[src/rtl/slp_pkg.sv]
package slp_pkg;
  localparam int WAKE_N = 9;

  localparam logic [2:0] MD_IDLE  = 3'b000;
  localparam logic [2:0] MD_ADCQ  = 3'b001;
  localparam logic [2:0] MD_DOFF  = 3'b010;
  localparam logic [2:0] MD_TSAVE = 3'b011;
  localparam logic [2:0] MD_STBY  = 3'b110;
  localparam logic [2:0] MD_XSTBY = 3'b111;

  // wake request bit positions
  localparam int WK_EXT0 = 0;
  localparam int WK_EXT1 = 1;
  localparam int WK_PCH  = 2;
  localparam int WK_ADDR = 3;
  localparam int WK_TMR2 = 4;
  localparam int WK_NVM  = 5;
  localparam int WK_CONV = 6;
  localparam int WK_WDOG = 7;
  localparam int WK_IO   = 8;

  typedef struct packed {
    logic cpu;
    logic flash;
    logic io;
    logic adc;
    logic asy;
    logic main;
    logic tosc;
  } clk_en_t;

  localparam clk_en_t CLK_ALL_ON = '{1'b1, 1'b1, 1'b1, 1'b1, 1'b1, 1'b1, 1'b1};

  typedef enum logic [1:0] {
    ST_RUN   = 2'd0,
    ST_SLEEP = 2'd1,
    ST_START = 2'd2,
    ST_HALT  = 2'd3
  } seq_st_e;
endpackage

[src/rtl/slp_mode_lut.sv]
module slp_mode_lut
  import slp_pkg::*;
(
  input  logic [2:0]        mode,
  input  logic              t2_async,
  output clk_en_t           clk_sleep,
  output logic [WAKE_N-1:0] wake_mask,
  output logic              need_start,
  output logic              idle_like
);
  localparam logic [WAKE_N-1:0] WM_PINS = (WAKE_N'(1) << WK_EXT0) | (WAKE_N'(1) << WK_EXT1) |
                                          (WAKE_N'(1) << WK_PCH);
  localparam logic [WAKE_N-1:0] WM_BASE = WM_PINS | (WAKE_N'(1) << WK_ADDR) | (WAKE_N'(1) << WK_WDOG);
  localparam logic [WAKE_N-1:0] WM_TMR  = WM_BASE | (WAKE_N'(1) << WK_TMR2);
  localparam logic [WAKE_N-1:0] WM_CONV = WM_TMR | (WAKE_N'(1) << WK_NVM) | (WAKE_N'(1) << WK_CONV);

  always_comb begin
    clk_sleep  = '0;
    wake_mask  = '1;
    need_start = 1'b0;
    idle_like  = 1'b0;
    case (mode)
      MD_ADCQ: begin
        clk_sleep.adc  = 1'b1;
        clk_sleep.asy  = 1'b1;
        clk_sleep.main = 1'b1;
        clk_sleep.tosc = t2_async;
        wake_mask      = WM_CONV;
      end
      MD_DOFF: begin
        wake_mask  = WM_BASE;
        need_start = 1'b1;
      end
      MD_TSAVE: begin
        clk_sleep.asy  = t2_async;
        clk_sleep.tosc = t2_async;
        wake_mask      = WM_TMR;
        need_start     = 1'b1;
      end
      MD_STBY: begin
        clk_sleep.main = 1'b1;
        wake_mask      = WM_BASE;
      end
      MD_XSTBY: begin
        clk_sleep.asy  = t2_async;
        clk_sleep.main = 1'b1;
        clk_sleep.tosc = t2_async;
        wake_mask      = WM_TMR;
      end
      default: begin // idle and the two spare codes
        clk_sleep.io   = 1'b1;
        clk_sleep.adc  = 1'b1;
        clk_sleep.asy  = 1'b1;
        clk_sleep.main = 1'b1;
        clk_sleep.tosc = t2_async;
        idle_like      = 1'b1;
      end
    endcase
  end
endmodule

[src/rtl/slp_wake_filter.sv]
module slp_wake_filter
  import slp_pkg::*;
#(
  parameter int EXT_N = 2
) (
  input  logic [WAKE_N-1:0] wake_req,
  input  logic [WAKE_N-1:0] wake_mask,
  input  logic [EXT_N-1:0]  int_level,
  input  logic              idle_like,
  output logic              wake_hit
);
  logic [WAKE_N-1:0] eff_mask;

  for (genvar i = 0; i < WAKE_N; i++) begin : g_bit
    if (i < EXT_N) begin : g_ext
      // edge-sensed external pins only wake from idle
      assign eff_mask[i] = wake_mask[i] & (idle_like | int_level[i]);
    end else begin : g_std
      assign eff_mask[i] = wake_mask[i];
    end
  end

  assign wake_hit = |(wake_req & eff_mask);
endmodule

[src/rtl/slp_seq.sv]
module slp_seq
  import slp_pkg::*;
#(
  parameter int STARTUP_CYC = 16,
  parameter int HALT_CYC    = 4
) (
  input  logic       clk,
  input  logic       rst_n,
  input  logic       sleep_go,
  input  logic [2:0] mode_in,
  input  logic       wake_hit,
  input  logic       need_start,
  input  logic       rst_wake,
  output seq_st_e    st,
  output logic [2:0] mode_q,
  output logic       resume,
  output logic       rst_vec
);
  localparam int CNT_MAX = (STARTUP_CYC > HALT_CYC) ? STARTUP_CYC : HALT_CYC;
  localparam int CNT_W   = $clog2(CNT_MAX + 1);
  localparam logic [CNT_W-1:0] START_LD = CNT_W'(STARTUP_CYC - 1);
  localparam logic [CNT_W-1:0] HALT_LD  = CNT_W'(HALT_CYC - 1);

  seq_st_e          st_q, st_d;
  logic [CNT_W-1:0] cnt_q, cnt_d;
  logic             mode_ld;
  logic             resume_q, resume_d;
  logic             rstv_q, rstv_d;

  always_comb begin
    st_d     = st_q;
    cnt_d    = cnt_q;
    mode_ld  = 1'b0;
    resume_d = 1'b0;
    rstv_d   = 1'b0;
    case (st_q)
      ST_RUN: begin
        if (sleep_go) begin
          st_d    = ST_SLEEP;
          mode_ld = 1'b1;
        end
      end
      ST_SLEEP: begin
        if (rst_wake) begin
          st_d   = ST_RUN;
          rstv_d = 1'b1;
        end else if (wake_hit) begin
          st_d  = need_start ? ST_START : ST_HALT;
          cnt_d = need_start ? START_LD : HALT_LD;
        end
      end
      ST_START: begin
        if (rst_wake) begin
          st_d   = ST_RUN;
          rstv_d = 1'b1;
        end else if (cnt_q == '0) begin
          st_d  = ST_HALT;
          cnt_d = HALT_LD;
        end else begin
          cnt_d = cnt_q - 1'b1;
        end
      end
      default: begin
        if (rst_wake) begin
          st_d   = ST_RUN;
          rstv_d = 1'b1;
        end else if (cnt_q == '0) begin
          st_d     = ST_RUN;
          resume_d = 1'b1;
        end else begin
          cnt_d = cnt_q - 1'b1;
        end
      end
    endcase
  end

  always_ff @(posedge clk or negedge rst_n) begin
    if (!rst_n) begin
      st_q     <= ST_RUN;
      cnt_q    <= '0;
      mode_q   <= MD_IDLE;
      resume_q <= 1'b0;
      rstv_q   <= 1'b0;
    end else begin
      st_q     <= st_d;
      cnt_q    <= cnt_d;
      resume_q <= resume_d;
      rstv_q   <= rstv_d;
      if (mode_ld) begin
        mode_q <= mode_in;
      end
    end
  end

  assign st      = st_q;
  assign resume  = resume_q;
  assign rst_vec = rstv_q;
endmodule

[src/rtl/slp_ctrl.sv]
module slp_ctrl
  import slp_pkg::*;
#(
  parameter int STARTUP_CYC = 16,
  parameter int HALT_CYC    = 4
) (
  input  logic              clk,
  input  logic              rst_n,
  input  logic              cfg_en,
  input  logic [2:0]        cfg_mode,
  input  logic              t2_async,
  input  logic [1:0]        int_level,
  input  logic              sleep_req,
  input  logic [WAKE_N-1:0] wake_req,
  input  logic              rst_wake,
  output logic              clk_cpu_en,
  output logic              clk_flash_en,
  output logic              clk_io_en,
  output logic              clk_adc_en,
  output logic              clk_asy_en,
  output logic              osc_main_en,
  output logic              osc_tmr_en,
  output logic              core_halt,
  output logic              resume,
  output logic              rst_vec
);
  logic [1:0]        rst_sync;
  logic              rst_sync_n;
  clk_en_t           clk_sleep;
  clk_en_t           clk_out;
  logic [WAKE_N-1:0] wake_mask;
  logic              need_start;
  logic              idle_like;
  logic              wake_hit;
  logic [2:0]        mode_q;
  seq_st_e           st;

  // reset asserts at once, releases on the clock
  always_ff @(posedge clk or negedge rst_n) begin
    if (!rst_n) begin
      rst_sync <= 2'b00;
    end else begin
      rst_sync <= {rst_sync[0], 1'b1};
    end
  end
  assign rst_sync_n = rst_sync[1];

  slp_mode_lut u_lut (
    .mode       (mode_q),
    .t2_async   (t2_async),
    .clk_sleep  (clk_sleep),
    .wake_mask  (wake_mask),
    .need_start (need_start),
    .idle_like  (idle_like)
  );

  slp_wake_filter #(.EXT_N(2)) u_filt (
    .wake_req  (wake_req),
    .wake_mask (wake_mask),
    .int_level (int_level),
    .idle_like (idle_like),
    .wake_hit  (wake_hit)
  );

  slp_seq #(
    .STARTUP_CYC (STARTUP_CYC),
    .HALT_CYC    (HALT_CYC)
  ) u_seq (
    .clk        (clk),
    .rst_n      (rst_sync_n),
    .sleep_go   (sleep_req & cfg_en),
    .mode_in    (cfg_mode),
    .wake_hit   (wake_hit),
    .need_start (need_start),
    .rst_wake   (rst_wake),
    .st         (st),
    .mode_q     (mode_q),
    .resume     (resume),
    .rst_vec    (rst_vec)
  );

  always_comb begin
    case (st)
      ST_SLEEP: clk_out = clk_sleep;
      ST_START: begin
        clk_out      = clk_sleep;
        clk_out.main = 1'b1;
      end
      default:  clk_out = CLK_ALL_ON;
    endcase
  end

  assign clk_cpu_en   = clk_out.cpu;
  assign clk_flash_en = clk_out.flash;
  assign clk_io_en    = clk_out.io;
  assign clk_adc_en   = clk_out.adc;
  assign clk_asy_en   = clk_out.asy;
  assign osc_main_en  = clk_out.main;
  assign osc_tmr_en   = clk_out.tosc;
  assign core_halt    = (st != ST_RUN);
endmodule

[config.mk]
export PLATFORM = sky130hd
export DESIGN_NAME = slp_ctrl
export DESIGN_NICKNAME = d
export VERILOG_FILES = /design/src/rtl/slp_pkg.sv /design/src/rtl/slp_mode_lut.sv /design/src/rtl/slp_wake_filter.sv /design/src/rtl/slp_seq.sv /design/src/rtl/slp_ctrl.sv
export SDC_FILE = /design/constraint.sdc
export NUM_CORES = 1
export LEC_CHECK = 0
export ABC_AREA = 0
export BUFFER_PORTS_ARGS = -buffer_cell sky130_fd_sc_hd__buf_2
export CAP_MARGIN = 30
export CORE_UTILIZATION = 52
export CTS_CLUSTER_SIZE = 16
export DETAILED_ROUTE_END_ITERATION = 10
export PLACE_DENSITY = 0.82
export SYNTH_ARGS = -nofsm -noshare
export SYNTH_HDL_FRONTEND = slang
export SYNTH_SLANG_ARGS = --single-unit
[constraint.sdc]
create_clock -name clk -period 1.95 [get_ports clk]
set_input_delay 0.0975 -clock clk [delete_from_list [all_inputs] [get_ports clk]]
set_output_delay 0.0975 -clock clk [all_outputs]
set_load 0.05 [all_outputs]
==> report_table.html <==
<table>
<tr><th>Metric</th><th>Value</th></tr>
<tr><th colspan="2">Synthesis</th></tr>
<tr><td>Yosys synthesis warning count</td><td>0</td></tr>
<tr><td>Post-synth design cell area</td><td>about 900 um2</td></tr>
<tr><td>Area share of fa/ha/maj cells after synthesis</td><td>0.0855</td></tr>
<tr><td>Fraction of the mapped netlist area in compound gates</td><td>0.242</td></tr>
<tr><td>Synth cell count leaders</td><td>14 x sky130_fd_sc_hd__dfrtp_1, 12 x sky130_fd_sc_hd__inv_1, 11 x sky130_fd_sc_hd__o21ai_0, 8 x sky130_fd_sc_hd__nor2_1, 7 x sky130_fd_sc_hd__a21oi_1</td></tr>
<tr><td>Synth Area per Inst</td><td>roughly 9.1 um2</td></tr>
<tr><td>Xor/xnor share of the synthesized area</td><td>0</td></tr>
<tr><td>Synth top area cells</td><td>sky130_fd_sc_hd__dfrtp_1 40%, sky130_fd_sc_hd__ha_1 8.5%, sky130_fd_sc_hd__o21ai_0 6.3%, sky130_fd_sc_hd__inv_1 5.1%, sky130_fd_sc_hd__a21oi_1 4.0%</td></tr>
<tr><td>Number of flops mapped to enable cells by yosys</td><td>0</td></tr>
<tr><td>Share of synthesized area spent on multiplexers</td><td>0.0499</td></tr>
<tr><td>Fraction of registers with async set/reset</td><td>1.00</td></tr>
<tr><td>Cells after Synth</td><td>96</td></tr>
<tr><td>Primary FF master, synth</td><td>sky130_fd_sc_hd__dfrtp_1</td></tr>
<tr><td>Post-synth top area share</td><td>0.399</td></tr>
<tr><td>#FFs+latches synth</td><td>14</td></tr>
<tr><td>Synthesized net count</td><td>122</td></tr>
<tr><td>Number of unique standard cell types used by synthesis</td><td>31</td></tr>
<tr><td>Largest family of logic cells by synthesized area</td><td>compound AO/OA/AOI/OAI gates</td></tr>
<tr><td>Most common cell in the netlist</td><td>sky130_fd_sc_hd__dfrtp_1</td></tr>
<tr><td>Post-synthesis sequential area ratio</td><td>0.399</td></tr>
<tr><td>Cell type with the largest total area after synthesis</td><td>sky130_fd_sc_hd__dfrtp_1</td></tr>
<tr><td>Post-synthesis share of cell area spent on and, or, nand and nor gates</td><td>0.154</td></tr>
<tr><th colspan="2">GRT</th></tr>
<tr><td>Initial antenna violation count</td><td>0</td></tr>
<tr><td>Pin count of the biggest net entering global routing</td><td>13</td></tr>
<tr><td>Remaining global-route overflow</td><td>0</td></tr>
<tr><td>Global-route wire length before repair</td><td>3.33 mm</td></tr>
<tr><td>Vias in the first global route</td><td>roughly 820</td></tr>
<tr><td>Combined global-route utilization of all metal layers</td><td>0.240</td></tr>
<tr><th colspan="2">Floorplan</th></tr>
<tr><td>FP Rows</td><td>14</td></tr>
<tr><td>Area of the core region</td><td>0.00154 mm2</td></tr>
<tr><td>Die height</td><td>43.1 um</td></tr>
<tr><td>Area enclosed by the die boundary</td><td>0.00186 mm2</td></tr>
<tr><td>Die W</td><td>between 40 and 50 um</td></tr>
<tr><td>Initial standard-cell utilization of the core</td><td>0.570</td></tr>
<tr><td>I/O pin count</td><td>30</td></tr>
<tr><th colspan="2">Timing</th></tr>
<tr><td>Number of pins exceeding their max-slew limit in the final report</td><td>0</td></tr>
<tr><td>Slew of the pin with the lowest slew margin</td><td>just under 0.7 ns</td></tr>
<tr><td>Relative slew slack</td><td>0.547</td></tr>
<tr><td>Final-report hold violation count</td><td>0</td></tr>
<tr><td>Share of the clock period used by the worst path after layout</td><td>1.00</td></tr>
<tr><td>Highest achievable clock rate</td><td>511 MHz</td></tr>
<tr><td>Final Setup Violations</td><td>1</td></tr>
<tr><td>Worst setup margin</td><td>-0.00658 ns</td></tr>
<tr><td>Sum of negative setup slack</td><td>-0.00658 ns</td></tr>
<tr><td>Unrepaired setup endpoints after global routing</td><td>yes</td></tr>
<tr><td>Time the final worst path needs with I/O delays and setup</td><td>roughly 2.0 ns</td></tr>
<tr><td>Clock Skew</td><td>0.00105 ns</td></tr>
<tr><th colspan="2">Routing</th></tr>
<tr><td>Final routed DRC violation total</td><td>0</td></tr>
<tr><td>Vias per inst</td><td>around 5.9</td></tr>
<tr><td>Routed vias</td><td>between 800 and 900</td></tr>
<tr><td>Detailed Route WL</td><td>~2.2 mm</td></tr>
<tr><td>Routed WL per cell</td><td>14.8 um</td></tr>
<tr><td>ANT nets after route</td><td>0</td></tr>
<tr><td>Number of iterations in the first detailed-routing pass</td><td>4</td></tr>
<tr><td>Initial detailed-routing violation count</td><td>19</td></tr>
<tr><th colspan="2">Setup path</th></tr>
<tr><td>Cell with the biggest individual delay on the critical path</td><td>sky130_fd_sc_hd__or4b_4</td></tr>
<tr><td>Crit Path Class</td><td>reg -&gt; reg</td></tr>
<tr><td>Critical path endpoint category</td><td>flop</td></tr>
<tr><td>Crit Path Max Fanout</td><td>3</td></tr>
<tr><td>Top Family by Delay on Critical Path</td><td>simple AND/OR/NAND/NOR gates</td></tr>
<tr><td>CP bufs+invs</td><td>1</td></tr>
<tr><td>Most common cell type on the critical path</td><td>sky130_fd_sc_hd__o21ai_2</td></tr>
<tr><td>Worst Setup Start Kind</td><td>flop</td></tr>
<tr><td>Critical path required time</td><td>~2.1 ns</td></tr>
<tr><td>Data arrival time of the worst path</td><td>around 2.1 ns</td></tr>
<tr><td>Highest cell delay on the worst timing path</td><td>between 0.4 and 0.5 ns</td></tr>
<tr><td>Sequence of cells on the critical path</td><td>inv_2, ha_1, or4b_4, o21ai_2, o21ai_2, or3_1, o32ai_2</td></tr>
<tr><th colspan="2">Final layout</th></tr>
<tr><td>Nets</td><td>162</td></tr>
<tr><td>FF+latch area</td><td>about 350 um2</td></tr>
<tr><td>Core Util, Final</td><td>0.756</td></tr>
<tr><td>Fillers</td><td>106</td></tr>
<tr><td>Area overhead of the layout relative to synthesis</td><td>32.6%</td></tr>
<tr><td>Area occupied by multi-input gates</td><td>513 um2</td></tr>
<tr><td>Diode insertion count for antenna repair</td><td>0</td></tr>
<tr><td>Fraction of final layout cells with drive strength greater than 1</td><td>0.425</td></tr>
<tr><th colspan="2">Run</th></tr>
<tr><td>MaxCap Viol Count</td><td>0</td></tr>
<tr><th colspan="2">Clock tree</th></tr>
<tr><td>H-tree lvl count</td><td>1</td></tr>
<tr><td>Clock latency on the worst-skew pair</td><td>around 0.28 ns</td></tr>
<tr><td>Clock-pin slew reported for the worst setup and hold paths after clock tree synthesis</td><td>approximately 0.08 ns</td></tr>
<tr><td>Clock buffer depth</td><td>2</td></tr>
<tr><td>Clock sink count</td><td>14</td></tr>
<tr><td>TritonCTS clock tree</td><td>done</td></tr>
<tr><td>CTS buffer count</td><td>3</td></tr>
<tr><td>Clock root cell</td><td>sky130_fd_sc_hd__clkbuf_4</td></tr>
<tr><th colspan="2">Place</th></tr>
<tr><td>HPWL after DPL</td><td>~1.6 mm</td></tr>
<tr><td>Global placement routability congestion</td><td>between 0.9 and 1</td></tr>
<tr><td>Count of buffers inserted at the top-level ports</td><td>29</td></tr>
<tr><th colspan="2">Run status</th></tr>
<tr><td>Violations in the final reports</td><td>setup timing</td></tr>
<tr><td>Result of the run</td><td>finished with violations</td></tr>
<tr><th colspan="2">Hold path</th></tr>
<tr><td>Min-Delay Path Class</td><td>in -&gt; reg</td></tr>
</table>
[cell type report]
cell class / count / area share
well taps: 16 / 0.0172
multi-input cells: 68 / 0.440
flip-flops and latches: 14 / 0.301
inverters: 12 / 0.0387
repair buffers: 37 / 0.184
clock buffers: 3 / 0.0193
[layout by cell type (no fill, tap or decap), types with 3 or more instances in the layout]
master,instances
sky130_fd_sc_hd__buf_2,28
sky130_fd_sc_hd__dfrtp_1,14
sky130_fd_sc_hd__inv_1,10
sky130_fd_sc_hd__o21ai_0,8
sky130_fd_sc_hd__a21oi_1,7
sky130_fd_sc_hd__buf_4,7
sky130_fd_sc_hd__nor2_1,6
sky130_fd_sc_hd__ha_1,6
sky130_fd_sc_hd__nand2_1,4
sky130_fd_sc_hd__o21ai_2,3
sky130_fd_sc_hd__nor3_1,3
sky130_fd_sc_hd__mux2_2,3
sky130_fd_sc_hd__clkbuf_4,3
[state kept, by name (all words and copies together) (netlist names)]
register / count
u_seq.resume: 1
u_seq.mode_q: 3
rst_sync: 2
u_seq.cnt_q: 5
u_seq.rst_vec: 1
u_seq.st: 2
[layer usage]
layer	routed length, um	track usage
met1	934	0.296
met2	1160	0.406
met3	86	0.0255
met4	40	0.127
met5	0	0
[timing repair]
action / in CTS / in global routing
endpoints found under the hold margin: 2 / 0
pin swaps: 0 / 3
setup buffers: 1 / 2
setup endpoints to repair: 2 / 10
resized for setup: 2 / 11
hold buffers: 1 / 0
[per-stage QoR]
step	instance area, um2	hold slack, ns	setup slack (ns)	cells
5_1_grt	1160	0.0468	-0.0607	150
2_1_floorplan	886	-0.198	-0.0638	96
6_report	1160	0.0432	-0.00658	150
4_1_cts	1120	0.0467	0.0133	148
3_5_place_dp	1070	-0.116	-0.0339	143
3_3_place_gp	1070	-0.118	0.0830	143
[cell families (layout without fill, tap and decap cells)]
family / count (synthesis) / count (layout)
adder cells (fa/ha/maj): 6 / 6
flip-flops: 14 / 14
other: 1 / 1
buffers and inverters: 14 / 52
AND/OR/NAND/NOR: 25 / 25
AO/OA/AOI/OAI: 32 / 32
multiplexers: 4 / 4
[worst paths after layout]
kind                                      from  depth (start not counted)               to  slack [ns]
worst max-delay path            u_seq.cnt_q[0]                          7      u_seq.st[1]      -0.007
worst min-delay path               cfg_mode[1]                          2  u_seq.mode_q[1]        0.04
worst max register to register  u_seq.cnt_q[0]                          7      u_seq.st[1]      -0.007
worst min register to register     rst_sync[1]                          0  u_seq.mode_q[0]        0.20
max in group asynchronous          rst_sync[1]                          0    u_seq.rst_vec        1.42
min in group asynchronous                rst_n                          2      rst_sync[0]        0.14
Power is left out: the tool's default activity adds up to more than one toggle a clock period on the data nets, which glitch-free logic cannot reach.
